==> config.mk <==
export PLATFORM = sky130hd
export DESIGN_NAME = spi_qbuf_top
export DESIGN_NICKNAME = d
export VERILOG_FILES = /design/src/rtl/spi_qbuf_pkg.sv /design/src/rtl/spi_qbuf_fifo.sv /design/src/rtl/spi_qbuf_irq.sv /design/src/rtl/spi_qbuf_top.sv
export SDC_FILE = /design/constraint.sdc
export NUM_CORES = 1
export LEC_CHECK = 0
export ABC_CLOCK_PERIOD_IN_PS = 3300
export BUFFER_PORTS_ARGS = -buffer_cell sky130_fd_sc_hd__buf_2
export CORE_ASPECT_RATIO = 0.6
export CORE_MARGIN = 1.5
export CORE_UTILIZATION = 58
export CTS_CLUSTER_SIZE = 20
export DETAILED_ROUTE_END_ITERATION = 8
export GPL_ROUTABILITY_DRIVEN = 0
export PLACE_DENSITY = 0.86
export REMOVE_ABC_BUFFERS = 1
export SYNTH_ARGS = -nofsm -noshare
export SYNTH_HDL_FRONTEND = slang
export SYNTH_SLANG_ARGS = --single-unit
==> constraint.sdc <==
create_clock -name clk -period 3.3 [get_ports clk]
set_input_delay 0.165 -clock clk [delete_from_list [all_inputs] [get_ports clk]]
set_output_delay 0.165 -clock clk [all_outputs]
set_load 0.01 [all_outputs]
==> src/rtl/spi_qbuf_pkg.sv <==
package spi_qbuf_pkg;

    localparam int BYTE_W   = 8;
    localparam int WORD_W   = 32;
    localparam int ADDR_W   = 3;
    localparam int FLAG_POS = WORD_W - 1;

    typedef enum logic [ADDR_W-1:0] {
        ADR_TXDATA  = 3'd0,
        ADR_RXDATA  = 3'd1,
        ADR_TXMARK  = 3'd2,
        ADR_RXMARK  = 3'd3,
        ADR_IRQEN   = 3'd4,
        ADR_IRQPEND = 3'd5
    } reg_addr_e;

    // bit 0: transmit low-water, bit 1: receive high-water
    typedef struct packed {
        logic rx_wm;
        logic tx_wm;
    } wm_bits_t;

    function automatic logic [WORD_W-1:0] flag_word(input logic flag,
                                                    input logic [WORD_W-2:0] payload);
        return {flag, payload};
    endfunction

endpackage

==> src/rtl/spi_qbuf_fifo.sv <==
module spi_qbuf_fifo #(
    parameter int DEPTH = 8,
    parameter int WIDTH = 8,
    localparam int CNT_W = $clog2(DEPTH + 1),
    localparam int IDX_W = $clog2(DEPTH)
) (
    input  logic             clk,
    input  logic             rst,
    input  logic             push_req,
    input  logic [WIDTH-1:0] push_data,
    input  logic             pop_req,
    output logic [WIDTH-1:0] head,
    output logic             full,
    output logic             empty,
    output logic [CNT_W-1:0] count
);

    logic [WIDTH-1:0] mem [DEPTH];
    logic [IDX_W-1:0] wr_idx, rd_idx;
    logic [CNT_W-1:0] count_q;
    logic             do_push, do_pop;

    function automatic logic [IDX_W-1:0] step(input logic [IDX_W-1:0] idx);
        return (idx == IDX_W'(DEPTH - 1)) ? '0 : idx + IDX_W'(1);
    endfunction

    assign full    = (count_q == CNT_W'(DEPTH));
    assign empty   = (count_q == '0);
    assign do_push = push_req && !full;
    assign do_pop  = pop_req && !empty;
    assign head    = mem[rd_idx];
    assign count   = count_q;

    always_ff @(posedge clk) begin
        if (do_push) mem[wr_idx] <= push_data;
    end

    always_ff @(posedge clk) begin
        if (rst) begin
            wr_idx  <= '0;
            rd_idx  <= '0;
            count_q <= '0;
        end else begin
            if (do_push) wr_idx <= step(wr_idx);
            if (do_pop)  rd_idx <= step(rd_idx);
            case ({do_push, do_pop})
                2'b10:   count_q <= count_q + CNT_W'(1);
                2'b01:   count_q <= count_q - CNT_W'(1);
                default: count_q <= count_q;
            endcase
        end
    end

    // R6 (transmit) and R7 (receive): a push into a full queue is lost
    a_r6_full_push_dropped: assert property (@(posedge clk) disable iff (rst)
        full && push_req && !pop_req |=> $stable(count_q) && $stable(wr_idx));

    // removing from an empty queue moves nothing
    a_r3_empty_pop_ignored: assert property (@(posedge clk) disable iff (rst)
        empty && pop_req |=> $stable(rd_idx));

    // occupancy never exceeds the depth
    a_r1_count_bound: assert property (@(posedge clk) disable iff (rst)
        count_q <= CNT_W'(DEPTH));

endmodule

==> src/rtl/spi_qbuf_irq.sv <==
module spi_qbuf_irq
    import spi_qbuf_pkg::*;
#(
    parameter int CNT_W = 4
) (
    input  logic             clk,
    input  logic             rst,
    input  logic [CNT_W-1:0] tx_count,
    input  logic [CNT_W-1:0] rx_count,
    input  logic [CNT_W-1:0] tx_mark,
    input  logic [CNT_W-1:0] rx_mark,
    input  wm_bits_t         irq_en,
    output wm_bits_t         pend,
    output logic             irq
);

    logic irq_q;

    always_comb begin
        pend.tx_wm = (tx_count < tx_mark);
        pend.rx_wm = (rx_count > rx_mark);
    end

    always_ff @(posedge clk) begin
        if (rst) irq_q <= 1'b0;
        else     irq_q <= (pend.tx_wm && irq_en.tx_wm) || (pend.rx_wm && irq_en.rx_wm);
    end

    assign irq = irq_q;

    // with both enables clear, the line is low one edge later
    a_r8_masked_quiet: assert property (@(posedge clk) disable iff (rst)
        irq_en == '0 |=> !irq);

    // an empty receive queue can never be above any threshold
    a_r5_empty_no_rx_pend: assert property (@(posedge clk) disable iff (rst)
        rx_count == '0 |-> !pend.rx_wm);

endmodule

==> src/rtl/spi_qbuf_top.sv <==
module spi_qbuf_top
    import spi_qbuf_pkg::*;
#(
    parameter int DEPTH  = 8,
    parameter int DATA_W = BYTE_W,
    localparam int CNT_W = $clog2(DEPTH + 1)
) (
    input  logic              clk,
    input  logic              rst,
    input  logic              reg_wr,
    input  logic              reg_rd,
    input  logic [ADDR_W-1:0] reg_addr,
    input  logic [WORD_W-1:0] reg_wdata,
    output logic [WORD_W-1:0] reg_rdata,
    output logic              tx_valid,
    output logic [DATA_W-1:0] tx_data,
    input  logic              tx_ready,
    input  logic              rx_valid,
    input  logic [DATA_W-1:0] rx_data,
    output logic              rx_full,
    output logic              irq
);

    reg_addr_e         addr;
    logic [CNT_W-1:0]  tx_mark_q, rx_mark_q, tx_count, rx_count;
    wm_bits_t          ie_q, pend;
    logic              tx_full, tx_empty, rx_empty;
    logic              tx_push, rx_pop;
    logic [DATA_W-1:0] rx_head;
    logic [WORD_W-1:0] rd_mux, rdata_q;
    logic              unused_wdata;

    assign addr         = reg_addr_e'(reg_addr);
    assign tx_push      = reg_wr && (addr == ADR_TXDATA);
    assign rx_pop       = reg_rd && (addr == ADR_RXDATA);
    assign unused_wdata = ^reg_wdata;

    spi_qbuf_fifo #(.DEPTH(DEPTH), .WIDTH(DATA_W)) u_txq (
        .clk(clk), .rst(rst),
        .push_req(tx_push), .push_data(reg_wdata[DATA_W-1:0]),
        .pop_req(tx_ready), .head(tx_data),
        .full(tx_full), .empty(tx_empty), .count(tx_count)
    );

    spi_qbuf_fifo #(.DEPTH(DEPTH), .WIDTH(DATA_W)) u_rxq (
        .clk(clk), .rst(rst),
        .push_req(rx_valid), .push_data(rx_data),
        .pop_req(rx_pop), .head(rx_head),
        .full(rx_full), .empty(rx_empty), .count(rx_count)
    );

    spi_qbuf_irq #(.CNT_W(CNT_W)) u_irq (
        .clk(clk), .rst(rst),
        .tx_count(tx_count), .rx_count(rx_count),
        .tx_mark(tx_mark_q), .rx_mark(rx_mark_q),
        .irq_en(ie_q), .pend(pend), .irq(irq)
    );

    assign tx_valid = !tx_empty;

    // configuration writes; the pending register has no write path
    always_ff @(posedge clk) begin
        if (rst) begin
            tx_mark_q <= '0;
            rx_mark_q <= '0;
            ie_q      <= '0;
        end else if (reg_wr) begin
            case (addr)
                ADR_TXMARK: tx_mark_q <= reg_wdata[CNT_W-1:0];
                ADR_RXMARK: rx_mark_q <= reg_wdata[CNT_W-1:0];
                ADR_IRQEN:  ie_q      <= wm_bits_t'(reg_wdata[1:0]);
                default:    ;
            endcase
        end
    end

    always_comb begin
        case (addr)
            ADR_TXDATA:  rd_mux = flag_word(tx_full, '0);
            ADR_RXDATA:  rd_mux = flag_word(rx_empty, rx_empty ? '0 : (WORD_W-1)'(rx_head));
            ADR_TXMARK:  rd_mux = WORD_W'(tx_mark_q);
            ADR_RXMARK:  rd_mux = WORD_W'(rx_mark_q);
            ADR_IRQEN:   rd_mux = WORD_W'(ie_q);
            ADR_IRQPEND: rd_mux = WORD_W'(pend);
            default:     rd_mux = '0;
        endcase
    end

    always_ff @(posedge clk) begin
        if (rst)         rdata_q <= '0;
        else if (reg_rd) rdata_q <= rd_mux;
    end

    assign reg_rdata = rdata_q;

    // enables come out of reset cleared and the line is low
    a_r8_reset_state: assert property (@(posedge clk)
        rst |=> (ie_q == '0) && !irq);

    // full status on a transmit read matches the queue state at the read edge
    a_r2_full_flag: assert property (@(posedge clk) disable iff (rst)
        reg_rd && addr == ADR_TXDATA |=> reg_rdata[FLAG_POS] == $past(tx_count == CNT_W'(DEPTH)));

    // a write to the pending register leaves the enables untouched
    a_r9_pend_write_inert: assert property (@(posedge clk) disable iff (rst)
        reg_wr && addr == ADR_IRQPEND |=> $stable(ie_q) && $stable(tx_mark_q) && $stable(rx_mark_q));

endmodule

==> qor.tcl, run 1 <==
set qor(status) {completed}
set qor(post-cts-setup-buffers) 0
set qor(ff2ff_path_depth) 7
set qor(tritoncts_num_sinks) 174
set qor(syn_area_mm2) 0.00738
set qor(timing.critical_path.to) {u_rxq.count[3]}
set qor(ir_worst_vdd_mv) 0.485
set qor(r2r_end) {u_rxq.count[3]}
set qor(grt_overflow) 0
set qor(max_slew.worst_pin.slew_ns) 0.940
set qor(use_met2_pct) 35.4
set qor(postLayoutCoreUtil_pct) 68.7
set qor(post_cts_resize_count) 0
set qor(initial_utilization_pct) 60.4
set qor(most_repeated_cell_in_the_gate_level_netlist_after_synthesis) {edfxtp_1}
set qor(clk_transition_reported_paths_ns) 0.07
set qor(relSlewSlack_pct) 37.1
set qor(die_width_um) 149
set qor(netlist.area_leader.share_pct) 52.1
set qor(antenna_cells_inserted) 0
set qor(critPathMaxFanout) 7
set qor(drive_gt1_share_pct) 27.9
set qor(layout_min_cycle_time_ns) 2.82
set qor(power.static_leakage_nw) 3.01
set qor(synth.area.top_cells) {edfxtp_1, dfxtp_1, mux4_2, ha_1, mux2i_1}
set qor(netlist_instances) 482
set qor(die-area_mm2) 0.0134
set qor(fin_worst_skew_ns) 0.0123
set qor(worst_setup_path_startpoint) {u_rxq.count[2]}
set qor(drt-initial-drc-count) 351
set qor(regToRegStartpoint) {u_rxq.count[2]}
set qor(timing.final.setup_violations) 0
set qor(final_tns_setup_ns) 0
set qor(fin_total_pwr_mw) 4.77
set qor(timing.final.hold_violations) 0
set qor(portbufs) 44
set qor(synthesized_flop_and_latch_total) 174
set qor(synth_largest_area_cell) {edfxtp_1}
set qor(ys_async_sr_fraction_pct) 0
set qor(synthTopCellsByCount) {edfxtp_1, dfxtp_1, mux4_2}
set qor(grt_start_max_net_pins) 38
set qor(io_pins) 92
set qor(fin_worst_hold_slack_ns) 0.0107
set qor(finalNetCount) 612
set qor(max_h_tree_level) 4
set qor(detail_route.vias_per_cell) 5.92
set qor(first_pass_grt_wire_length_um) 23300
set qor(cts_inserted_buffers) 17
set qor(synth_edf_count) 128
set qor(worst_hold_path_type) {in2reg}
set qor(core_area_mm2) 0.0122
set qor(dominantRegCellSynth) {edfxtp_1}
set qor(vias) 4262
set qor(critical_path.endpoint_type) {flip-flop}
set qor(dp.final_hpwl_um) 9540
set qor(avgRoutedWirePerCell_um) 20.4
set qor(number_of_hold_repair_buffers_added_at_the_cts_stage) 3
set qor(cp_data_arrival_time_ns) 3.18
set qor(postRouteWirelength_um) 14700
set qor(worst_ep_required_time_ns) 3.66
set qor(grt_use_total_pct) 23.6
set qor(via_count_of_the_first_global_routing_pass) 4255
set qor(die_height_um) 90.4
set qor(route.antenna.remaining_nets) 0
set qor(synthesis.area_per_instance_um2) 15.3
set qor(globalRoute.busiestLayer) {met2}
set qor(cts-root-buf) {clkbuf_16}
set qor(synthesis.yosys.warnings) 0
set qor(fp-row-count) 31
set qor(timing.final.crit_share_pct) 85.6
set qor(setup.reg_to_reg.worst_slack_ns) 0.48
set qor(ys_seq_area_share_pct) 64.5
set qor(clkLatencyLatePin_ns) 0.44
set qor(grt_antenna_before_repair) 0
set qor(globalRouteMet1Util_pct) 34.0
set qor(area_growth_syn_to_layout_pct) 13.7
set qor(rsz0062_at_grt) {no}
set qor(tritoncts) {done}
set qor(groute.layer.met3.usage_pct) 5.40
set qor(slew_violations) 0
set qor(fmaxAchievable_mhz) 354
set qor(crit_path_category) {reg2reg}
set qor(crit_path_start_kind) {flip-flop}
set qor(detail_route.first_pass.iterations) 4
set qor(timing.max_cap.violations) 0
set qor(power_per_cell_area_mw_per_mm2) 569
set qor(cts-root-to-sink-buffers) 2
set qor(number_of_remaining_drc_errors) 0
set qor(post_synth_num_cell_types) 49
-- sequential cells by signal, summed over array words and instances (netlist names), named ones only --
name          flops
u_rxq.count       4
ie_q              2
reg_rdata         9
u_rxq.rd_idx      3
rx_mark_q         4
tx_mark_q         4
u_txq.wr_idx      3
u_txq.rd_idx      3
u_rxq.mem        64
u_rxq.wr_idx      3
u_txq.count       4
u_txq.mem        64
u_irq.irq         1
-- worst max-delay path, cell delays in order (launching register included) --
cell and delay [ns]:
dfxtp_1 0.38, or4_4 0.58, nand4_1 0.23, inv_1 0.12, ha_1 0.38, or4b_2 0.71, a31o_2 0.22, a21oi_1 0.13
-- final cells by class --
type	instances	area, um^2
Sequential cell	174	4760
Fill cell	764	3830
Multi-Input combinational cell	273	2390
Clock buffer	17	425
Timing Repair Buffer	63	373
Tap cell	165	206
Clock inverter	15	181
Inverter	13	48.8
-- logic make-up after synthesis --
kind of cell             count (synthesis)  synth area share [%]
multiplexers                            66                  14.6
AND/OR/NAND/NOR                        108                  8.02
XOR/XNOR                                 6                 0.712
AO/OA/AOI/OAI                           49                  4.13
buffers and inverters                   57                  4.36
adder cells (fa/ha/maj)                 21                  3.56
flip-flops                             174                  64.5
other                                    1                0.0508
-- worst min path at each step --
stage	start	to	slack (ns)	cells after the start
after floorplan	rst	ie_q[0]	0.23	1
after global placement	rx_data[1]	u_rxq.mem[6][1]	0.42	1
after detailed placement	reg_wdata[6]	u_txq.mem[7][6]	0.44	1
after CTS	rx_data[1]	u_rxq.mem[2][1]	0.0006	1
after global routing	rx_data[2]	u_rxq.mem[7][2]	0.006	1
final	rx_data[6]	u_rxq.mem[2][6]	0.01	1
-- cell usage in the layout (no fill, tap or decap), drive strengths merged, types with 3 or more instances in the layout --
cell type,netlist,final
edfxtp,128,128
buf,31,59
dfxtp,46,46
mux4,32,32
nor2,30,30
conb,1,23
inv,13,22
a21oi,21,21
ha,21,21
nand2,18,18
mux2i,18,18
clkbuf,13,17
mux2,16,16
o21ai,11,11
nand3,9,9
nor3,7,7
nand2b,7,7
xor2,6,6
or3,6,6
clkinv,0,6
a22o,4,4
dlygate4sd3,0,4
nand3b,3,3
nor3b,3,3
nor2b,3,3
nand4b,3,3
nor4b,3,3
nand4,3,3
-- layer usage --
layer	share of wire, %	wire length [um]	vias up
met2	48	7000	217
met4	1.6	234	0
met1	43	6390	2097
li1	-	-	1923
met5	0	0	-
met3	7.4	1090	25
-- report_power, final --
part	total (mW)	switching, mW	internal [mW]	leakage [nW]
Sequential	2.42	0.0382	2.38	1.53
Clock	2.00	0.965	1.03	0.296
Combinational	0.356	0.196	0.160	1.18
Total	4.77	1.20	3.57	3.01
-- through the flow --
stage | instance area, um^2 | setup slack, ns | instances
after floorplan | 7190 | 0.772 | 460
after global placement | 7740 | 0.607 | 684
after detailed placement | 7740 | 0.558 | 684
after CTS | 8380 | 0.514 | 719
after global routing | 8390 | 0.347 | 720
final | 8390 | 0.477 | 720
(Power assumes the default switching activity.)
==> run 2, diff against run 1 <==
--- a/config.mk
+++ b/config.mk
@@ -7,7 +7,6 @@
 export LEC_CHECK = 0
 export ABC_CLOCK_PERIOD_IN_PS = 3300
 export BUFFER_PORTS_ARGS = -buffer_cell sky130_fd_sc_hd__buf_2
-export CORE_ASPECT_RATIO = 0.6
 export CORE_MARGIN = 1.5
 export CORE_UTILIZATION = 58
 export CTS_CLUSTER_SIZE = 20
==> qor.tcl, run 2 (synthesized netlist as in run 1, its figures left out) <==
set qor(number_of_remaining_drc_errors) 0 ;# unchanged
set qor(worst_path_largest_cell_delay_ns) 0.72 ;# was 0.71 ns
set qor(fp-row-count) 41 ;# was 31
set qor(worst_ep_required_time_ns) 3.65 ;# was 3.66 ns
set qor(grt_antenna_before_repair) 0 ;# unchanged
set qor(first_pass_grt_wire_length_um) 21700 ;# was 23300 um
set qor(tritoncts_num_sinks) 174 ;# unchanged
set qor(comb_power_share_pct) 7.3 ;# was 7.5%
set qor(via_count_of_the_first_global_routing_pass) 4104 ;# was 4255
set qor(tritoncts) {done} ;# unchanged
set qor(critPathMaxFanout) 7 ;# unchanged
set qor(status) {completed} ;# unchanged
set qor(cts-root-to-sink-buffers) 2 ;# unchanged
set qor(timing.final.hold_violations) 0 ;# unchanged
set qor(share_seq_of_total_power_pct) 50.6 ;# was 50.7%
set qor(timing.critical_path.slowest_stage_cell) {or4b_2} ;# unchanged
set qor(ff2ff_path_depth) 7 ;# unchanged
set qor(io_pins) 92 ;# unchanged
set qor(die-area_mm2) 0.0134 ;# about the same
set qor(final_tns_setup_ns) 0 ;# unchanged
set qor(cp_data_arrival_time_ns) 3.12 ;# was 3.18 ns
set qor(power.static_leakage_nw) 3.00 ;# was 3.01 nW
set qor(rsz0062_at_grt) {no} ;# unchanged
set qor(most_frequent_cells_in_the_layout) {edfxtp_1, dfxtp_1, buf_2, mux4_2, nor2_1} ;# unchanged
set qor(vias) 4176 ;# was 4262
set qor(cts_inserted_buffers) 17 ;# unchanged
set qor(die_height_um) 116 ;# was 90.4 um
set qor(critical_path.endpoint_type) {flip-flop} ;# unchanged
set qor(fin_worst_hold_slack_ns) 0.00999 ;# was 0.0107 ns
set qor(cp_top_family) {simple AND/OR/NAND/NOR gates} ;# unchanged
set qor(r2r_end) {u_rxq.count[3]} ;# unchanged
set qor(grt_start_max_net_pins) 38 ;# unchanged
set qor(layout_min_cycle_time_ns) 2.77 ;# was 2.82 ns
set qor(worst_setup_path_startpoint) {u_rxq.count[2]} ;# unchanged
set qor(post_cts_resize_count) 0 ;# unchanged
set qor(crit_path_start_kind) {flip-flop} ;# unchanged
set qor(crit_path_category) {reg2reg} ;# unchanged
set qor(slew_violations) 0 ;# unchanged
set qor(regToRegStartpoint) {u_rxq.count[2]} ;# unchanged
set qor(cell_internal_pwr_mw) 3.76 ;# was 3.57 mW
set qor(critical_path.n_buffers_inverters) 1 ;# unchanged
set qor(relSlewSlack_pct) 40.8 ;# was 37.1%
set qor(power.share.switching_pct) 21.4 ;# was 25.1%
set qor(detail_route.vias_per_cell) 5.73 ;# was 5.92
set qor(worst_hold_path_type) {in2reg} ;# unchanged
set qor(worstSetupPathDepth) 7 ;# unchanged
set qor(postRouteWirelength_um) 14100 ;# was 14700 um
set qor(drt-initial-drc-count) 375 ;# was 351
set qor(placed_area_mm2) 0.00775 ;# was 0.00774 mm^2
set qor(max_slew.worst_pin.slew_ns) 0.885 ;# was 0.940 ns
set qor(drive_gt1_share_pct) 26.8 ;# was 27.9%
set qor(setup.reg_to_reg.worst_slack_ns) 0.53 ;# was 0.48 ns
set qor(fin_worst_skew_ns) 0.00977 ;# was 0.0123 ns
set qor(clk_transition_reported_paths_ns) 0.06 ;# was 0.07 ns
set qor(timing.final.crit_share_pct) 84.0 ;# was 85.6%
set qor(route.antenna.remaining_nets) 0 ;# unchanged
set qor(area_growth_syn_to_layout_pct) 13.8 ;# was 13.7%
set qor(timing.max_cap.violations) 0 ;# unchanged
set qor(dp.final_hpwl_um) 8870 ;# was 9540 um
set qor(core_area_mm2) 0.0125 ;# was 0.0122 mm^2
set qor(timing.critical_path.to) {u_rxq.count[3]} ;# unchanged
set qor(power_per_cell_area_mw_per_mm2) 569 ;# about the same
set qor(finalNetCount) 614 ;# was 612
set qor(avgRoutedWirePerCell_um) 19.3 ;# was 20.4 um
set qor(clkLatencyLatePin_ns) 0.43 ;# was 0.44 ns
set qor(p_sw_mw) 1.02 ;# was 1.20 mW
set qor(layout_commonest_cell) {edfxtp_1} ;# unchanged
set qor(initial_utilization_pct) 59.0 ;# was 60.4%
set qor(timing.final.setup_violations) 0 ;# unchanged
set qor(grt_overflow) 0 ;# unchanged
set qor(cts-root-buf) {clkbuf_16} ;# unchanged
set qor(grt_use_total_pct) 22.5 ;# was 23.6%
set qor(fmaxAchievable_mhz) 361 ;# was 354 MHz
set qor(die_width_um) 116 ;# was 149 um
set qor(portbufs) 44 ;# unchanged
set qor(postLayoutCoreUtil_pct) 67.1 ;# was 68.7%
set qor(post-route-cell-area_mm2) 0.00840 ;# was 0.00839 mm^2
set qor(ir_worst_vdd_mv) 0.586 ;# was 0.485 mV
set qor(max_h_tree_level) 4 ;# unchanged
set qor(detail_route.first_pass.iterations) 5 ;# was 4
set qor(power.clock.fraction_pct) 42.1 ;# was 41.8%
set qor(antenna_cells_inserted) 0 ;# unchanged
set qor(timing.critical_path.cells) {or4_4 > nand4_1 > inv_1 > ha_1 > or4b_2 > a31o_2 > a21oi_1} ;# unchanged
-- run 2: per-layer routing --
layer / vias to the layer above / global-route usage (%) / part of all wire, %
met5: - / 0 / 0
met4: 0 / 8.70 / 1.6
met3: 18 / 5.60 / 4.7
met2: 137 / 38.8 / 53
met1: 2103 / 27.4 / 41
li1: 1918 / - / -
-- run 2: power groups by stage --
stage	sequential [mW]	combinational (mW)	clock, mW
after CTS	2.42	0.351	2.04
after global routing	2.42	0.387	2.12
after detailed placement	2.47	0.339	0
after global placement	2.46	0.325	0
final	2.42	0.349	2.01
after floorplan	2.47	0.214	0
-- run 2: how the worst min path moves through the flow --
stage	start	endpoint	slack, ns	cells after the start
2_1_floorplan	rst	ie_q[0]	0.23	1
3_3_place_gp	rx_data[3]	u_rxq.mem[6][3]	0.42	1
3_5_place_dp	rx_data[6]	u_rxq.mem[2][6]	0.43	1
4_1_cts	rx_data[2]	u_rxq.mem[7][2]	0.0004	1
5_1_grt	rx_data[4]	u_rxq.mem[6][4]	0.004	1
6_report	reg_wdata[4]	u_txq.mem[7][4]	0.01	1
-- run 2: cell type report --
type	count	area, um^2
Tap cell	172	215
Clock inverter	9	136
Clock buffer	23	458
Multi-Input combinational cell	273	2380
Sequential cell	174	4760
Inverter	13	48.8
Fill cell	850	4120
Timing Repair Buffer	65	393
-- run 2: worst reg2reg max path, stage by stage, from the launching register on --
cell	delay (ns)
dfxtp_1	0.38
or4_4	0.57
nand4_1	0.19
inv_1	0.09
ha_1	0.37
or4b_2	0.72
a31o_2	0.22
a21oi_1	0.15
-- run 2: per-stage QoR --
| stage | cells | power, mW | setup WS, ns |
|---|---|---|---|
| final | 729 | 4.78 | 0.529 |
| after global routing | 729 | 4.93 | 0.413 |
| after CTS | 729 | 4.81 | 0.537 |
| after detailed placement | 691 | 2.81 | 0.569 |
| after global placement | 691 | 2.79 | 0.646 |
| after floorplan | 460 | 2.69 | 0.772 |
-- run 2: what timing repair did --
item                                   in CTS  in global routing
hold buffers                                6                  0
endpoints found under the hold margin      45                  0
buffers inserted                            0                  0
==> run 3, diff against run 2 <==
--- a/config.mk
+++ b/config.mk
@@ -5,14 +5,15 @@
 export SDC_FILE = /design/constraint.sdc
 export NUM_CORES = 1
 export LEC_CHECK = 0
-export ABC_CLOCK_PERIOD_IN_PS = 3300
+export ABC_AREA = 1
+export ABC_CLOCK_PERIOD_IN_PS = 2500
 export BUFFER_PORTS_ARGS = -buffer_cell sky130_fd_sc_hd__buf_2
 export CORE_MARGIN = 1.5
-export CORE_UTILIZATION = 58
+export CORE_UTILIZATION = 52
 export CTS_CLUSTER_SIZE = 20
 export DETAILED_ROUTE_END_ITERATION = 8
 export GPL_ROUTABILITY_DRIVEN = 0
-export PLACE_DENSITY = 0.86
+export PLACE_DENSITY = 0.81
 export REMOVE_ABC_BUFFERS = 1
 export SYNTH_ARGS = -nofsm -noshare
 export SYNTH_HDL_FRONTEND = slang
==> constraint.sdc (replaced) <==
create_clock -name clk -period 2.5 [get_ports clk]
set_input_delay 0.125 -clock clk [delete_from_list [all_inputs] [get_ports clk]]
set_output_delay 0.125 -clock clk [all_outputs]
set_load 0.01 [all_outputs]
==> qor.tcl, run 3 <==
set qor(most_frequent_cells_in_the_layout) {nor2_1, edfxtp_1, nand2_1, o21ai_0, inv_1} ;# was edfxtp_1, dfxtp_1, buf_2, mux4_2, nor2_1
set qor(setup.reg_to_reg.worst_slack_ns) 0.40 ;# was 0.53 ns
set qor(ys_async_sr_fraction_pct) 0 ;# unchanged
set qor(netlist_instances) 720 ;# was 482
set qor(clk_transition_reported_paths_ns) 0.07 ;# was 0.06 ns
set qor(initial_utilization_pct) 53.6 ;# was 59.0%
set qor(max_slew.worst_pin.slew_ns) 0.838 ;# was 0.885 ns
set qor(fmaxAchievable_mhz) 443
set qor(netlist.area_leader.share_pct) 51.3 ;# was 52.1%
set qor(placement.setup.worst_slack_ns) 0.397 ;# was 0.569 ns
set qor(syn_area_mm2) 0.00749 ;# was 0.00738 mm^2
set qor(synthesis.area_per_instance_um2) 10.4 ;# was 15.3 um^2
set qor(number_of_placed_instances_with_taps_included) 945 ;# was 691
set qor(synthTopCellsByCount) {nor2_1, edfxtp_1, nand2_1} ;# was edfxtp_1, dfxtp_1, mux4_2
set qor(power.share.switching_pct) 29.4 ;# was 21.4%
set qor(post-cts-setup-buffers) 0 ;# unchanged
set qor(regToRegStartpoint) {u_rxq.count[1]} ;# was u_rxq.count[2]
set qor(max_h_tree_level) 4 ;# unchanged
set qor(clkLatencyLatePin_ns) 0.43 ;# about the same
set qor(route.antenna.remaining_nets) 0 ;# unchanged
set qor(finalNetCount) 866 ;# was 614
set qor(synthesized_flop_and_latch_total) 174 ;# unchanged
set qor(cell_internal_pwr_mw) 5.11 ;# was 3.76 mW
set qor(drive_gt1_share_pct) 13.6 ;# was 26.8%
set qor(layout_commonest_cell) {nor2_1} ;# was edfxtp_1
set qor(critPathMaxFanout) 30 ;# was 7
set qor(instances_no_fill) 989 ;# was 729
set qor(post_cts_resize_count) 0 ;# unchanged
set qor(power_per_cell_area_mw_per_mm2) 840 ;# was 569 mW/mm^2
set qor(vias) 5276 ;# was 4176
set qor(r2r_end) {u_rxq.count[2]} ;# was u_rxq.count[3]
set qor(synth_largest_area_cell) {edfxtp_1} ;# unchanged
set qor(grt_use_total_pct) 21.7 ;# was 22.5%
set qor(ff2ff_path_depth) 10 ;# was 7
set qor(power.clock.fraction_pct) 35.5 ;# was 42.1%
set qor(seqCellArea_mm2) 0.00476 ;# unchanged
set qor(drt-initial-drc-count) 338 ;# was 375
set qor(fillCellCount) 1104 ;# was 850
set qor(die-area_mm2) 0.0151 ;# was 0.0134 mm^2
set qor(cp_data_arrival_time_ns) 2.13 ;# was 3.12 ns
set qor(via_count_of_the_first_global_routing_pass) 4961 ;# was 4104
set qor(post-route-cell-area_mm2) 0.00862 ;# was 0.00840 mm^2
set qor(dominantRegCellSynth) {edfxtp_1} ;# unchanged
set qor(timing.final.setup_violations) 0 ;# unchanged
set qor(detail_route.vias_per_cell) 5.33 ;# was 5.73
set qor(avgRoutedWirePerCell_um) 15.7 ;# was 19.3 um
set qor(die_height_um) 123 ;# was 116 um
set qor(core_area_mm2) 0.0140 ;# was 0.0125 mm^2
set qor(comb_power_share_pct) 18.9 ;# was 7.3%
set qor(worst_hold_path_type) {in2reg} ;# unchanged
set qor(fin_worst_skew_ns) 0.00673 ;# was 0.00977 ns
set qor(postRouteWirelength_um) 15600 ;# was 14100 um
set qor(p_sw_mw) 2.12 ;# was 1.02 mW
set qor(slew_violations) 0 ;# unchanged
set qor(status) {completed} ;# unchanged
set qor(fin_worst_hold_slack_ns) 0.0221 ;# was 0.00999 ns
set qor(synth.area.top_cells) {edfxtp_1, dfxtp_1, nor2_1, o21ai_0, nand2_1} ;# was edfxtp_1, dfxtp_1, mux4_2, ha_1, mux2i_1
set qor(grt_overflow) 0 ;# unchanged
set qor(layout_min_cycle_time_ns) 2.26
set qor(die_width_um) 123 ;# was 116 um
set qor(number_of_remaining_drc_errors) 0 ;# unchanged
set qor(share_seq_of_total_power_pct) 45.7 ;# was 50.6%
set qor(crit_path_category) {reg2out} ;# was reg2reg
set qor(ys_seq_area_share_pct) 63.6 ;# was 64.5%
set qor(area_growth_syn_to_layout_pct) 15.0 ;# was 13.8%
set qor(antenna_cells_inserted) 0 ;# unchanged
set qor(grt_start_max_net_pins) 33 ;# was 38
set qor(final_tns_setup_ns) 0 ;# unchanged
set qor(timing.final.crit_share_pct) 90.3
set qor(timing.max_cap.violations) 0 ;# unchanged
set qor(fp-row-count) 43 ;# was 41
set qor(power.static_leakage_nw) 3.43 ;# was 3.00 nW
set qor(synthesis.yosys.warnings) 0 ;# unchanged
set qor(placed_area_mm2) 0.00792 ;# was 0.00775 mm^2
set qor(relSlewSlack_pct) 44.1 ;# was 40.8%
set qor(grt_antenna_before_repair) 0 ;# unchanged
set qor(cts-root-buf) {clkbuf_16} ;# unchanged
set qor(post_synth_num_cell_types) 33 ;# was 49
set qor(most_repeated_cell_in_the_gate_level_netlist_after_synthesis) {nor2_1} ;# was edfxtp_1
set qor(portbufs) 44 ;# unchanged
set qor(tritoncts) {done} ;# unchanged
set qor(timing.critical_path.to) {tx_data[0]} ;# was u_rxq.count[3]
set qor(timing.final.hold_violations) 0 ;# unchanged
set qor(rsz0062_at_grt) {no} ;# unchanged
set qor(min_setup_slack_post_route_ns) 0.244 ;# was 0.529 ns
set qor(tritoncts_num_sinks) 174 ;# unchanged
set qor(worst_ep_required_time_ns) 2.38 ;# was 3.65 ns
set qor(ir_worst_vdd_mv) 0.652 ;# was 0.586 mV
set qor(area_of_the_multi_input_gates_mm2) 0.00232 ;# was 0.00238 mm^2
set qor(io_pins) 92 ;# unchanged
set qor(first_pass_grt_wire_length_um) 24300 ;# was 21700 um
set qor(detail_route.first_pass.iterations) 5 ;# unchanged
set qor(critical_path.endpoint_type) {output pin} ;# was flip-flop
set qor(cts_inserted_buffers) 17 ;# unchanged
set qor(cts-root-to-sink-buffers) 2 ;# unchanged
set qor(dp.final_hpwl_um) 9860 ;# was 8870 um
set qor(crit_path_start_kind) {flip-flop} ;# unchanged
set qor(synth_edf_count) 128 ;# unchanged
[run 3: changes by cell type after synthesis, moves of 25 or more]
cell / change
inv_1: +39
nor2_1: +100
nand3_1: +25
nand2_1: +77
mux4_2: -32
o21ai_0: +69
[run 3: per-stage QoR]
step | utilization (%) | power, mW
finish | 61.6 | 7.24
global route | 61.6 | 7.58
CTS | 61.6 | 7.25
detailed placement | 56.6 | 4.69
global placement | 56.6 | 4.65
floorplan | - | 4.23
[run 3: what timing repair did]
action / 4_1_cts / 5_1_grt
hold buffers: 12 / 0
endpoints found under the hold margin: 96 / 0
endpoints found under the setup margin: 0 / 0
[run 3: how the worst min path moves through the flow]
stage,start,endpoint,slack [ns],cells past startpoint
floorplan,rst,reg_rdata[0],0.19,1
global placement,rx_data[4],u_rxq.mem[4][4],0.39,1
detailed placement,rx_data[6],u_rxq.mem[4][6],0.39,1
CTS,reg_rd,reg_rdata[0],0.01,3
global route,reg_wdata[2],u_txq.mem[5][2],0.02,1
finish,reg_rd,reg_rdata[0],0.02,3
[run 3: kinds of logic after synthesis]
| logic type | count (synthesis) | synth area share (%) |
|---|---|---|
| adder cells (fa/ha/maj) | 21 | 3.51 |
| flip-flops | 174 | 63.6 |
| AND/OR/NAND/NOR | 272 | 15.0 |
| buffers and inverters | 101 | 6.63 |
| XOR/XNOR | 6 | 0.701 |
| other | 1 | 0.0500 |
| AO/OA/AOI/OAI | 145 | 10.6 |
[run 3: power groups by stage]
stage	clock, mW	sequential, mW	combinational (mW)
after global routing	2.72	3.32	1.55
after global placement	0	3.36	1.29
after CTS	2.58	3.30	1.37
after detailed placement	0	3.37	1.33
after floorplan	0	3.40	0.830
final	2.57	3.30	1.36
[run 3: per-layer routing]
layer / global-route usage [%] / vias to the layer above / part of all wire (%)
met5: 0 / - / 0
met4: 9.77 / 0 / 2.6
met3: 5.12 / 41 / 5.2
met2: 37.6 / 167 / 51
met1: 25.7 / 2483 / 41
li1: - / 2585 / -
[run 3: area by class of cell]
| class | instances | area share [%] |
|---|---|---|
| clock buffers | 17 | 4.94 |
| multi-input cells | 467 | 26.9 |
| repair buffers | 81 | 6.13 |
| flip-flops and latches | 174 | 55.3 |
| well taps | 180 | 2.61 |
| clock inverters | 15 | 1.76 |
| inverters | 55 | 2.41 |
[run 3: worst max-delay path, stage by stage (launching register included)]
cell     delay [ns]
dfxtp_1        0.31
inv_1          0.61
o21ai_0        0.17
o22ai_1        0.17
nor2_1         0.07
a31oi_1        0.20
buf_2          0.16
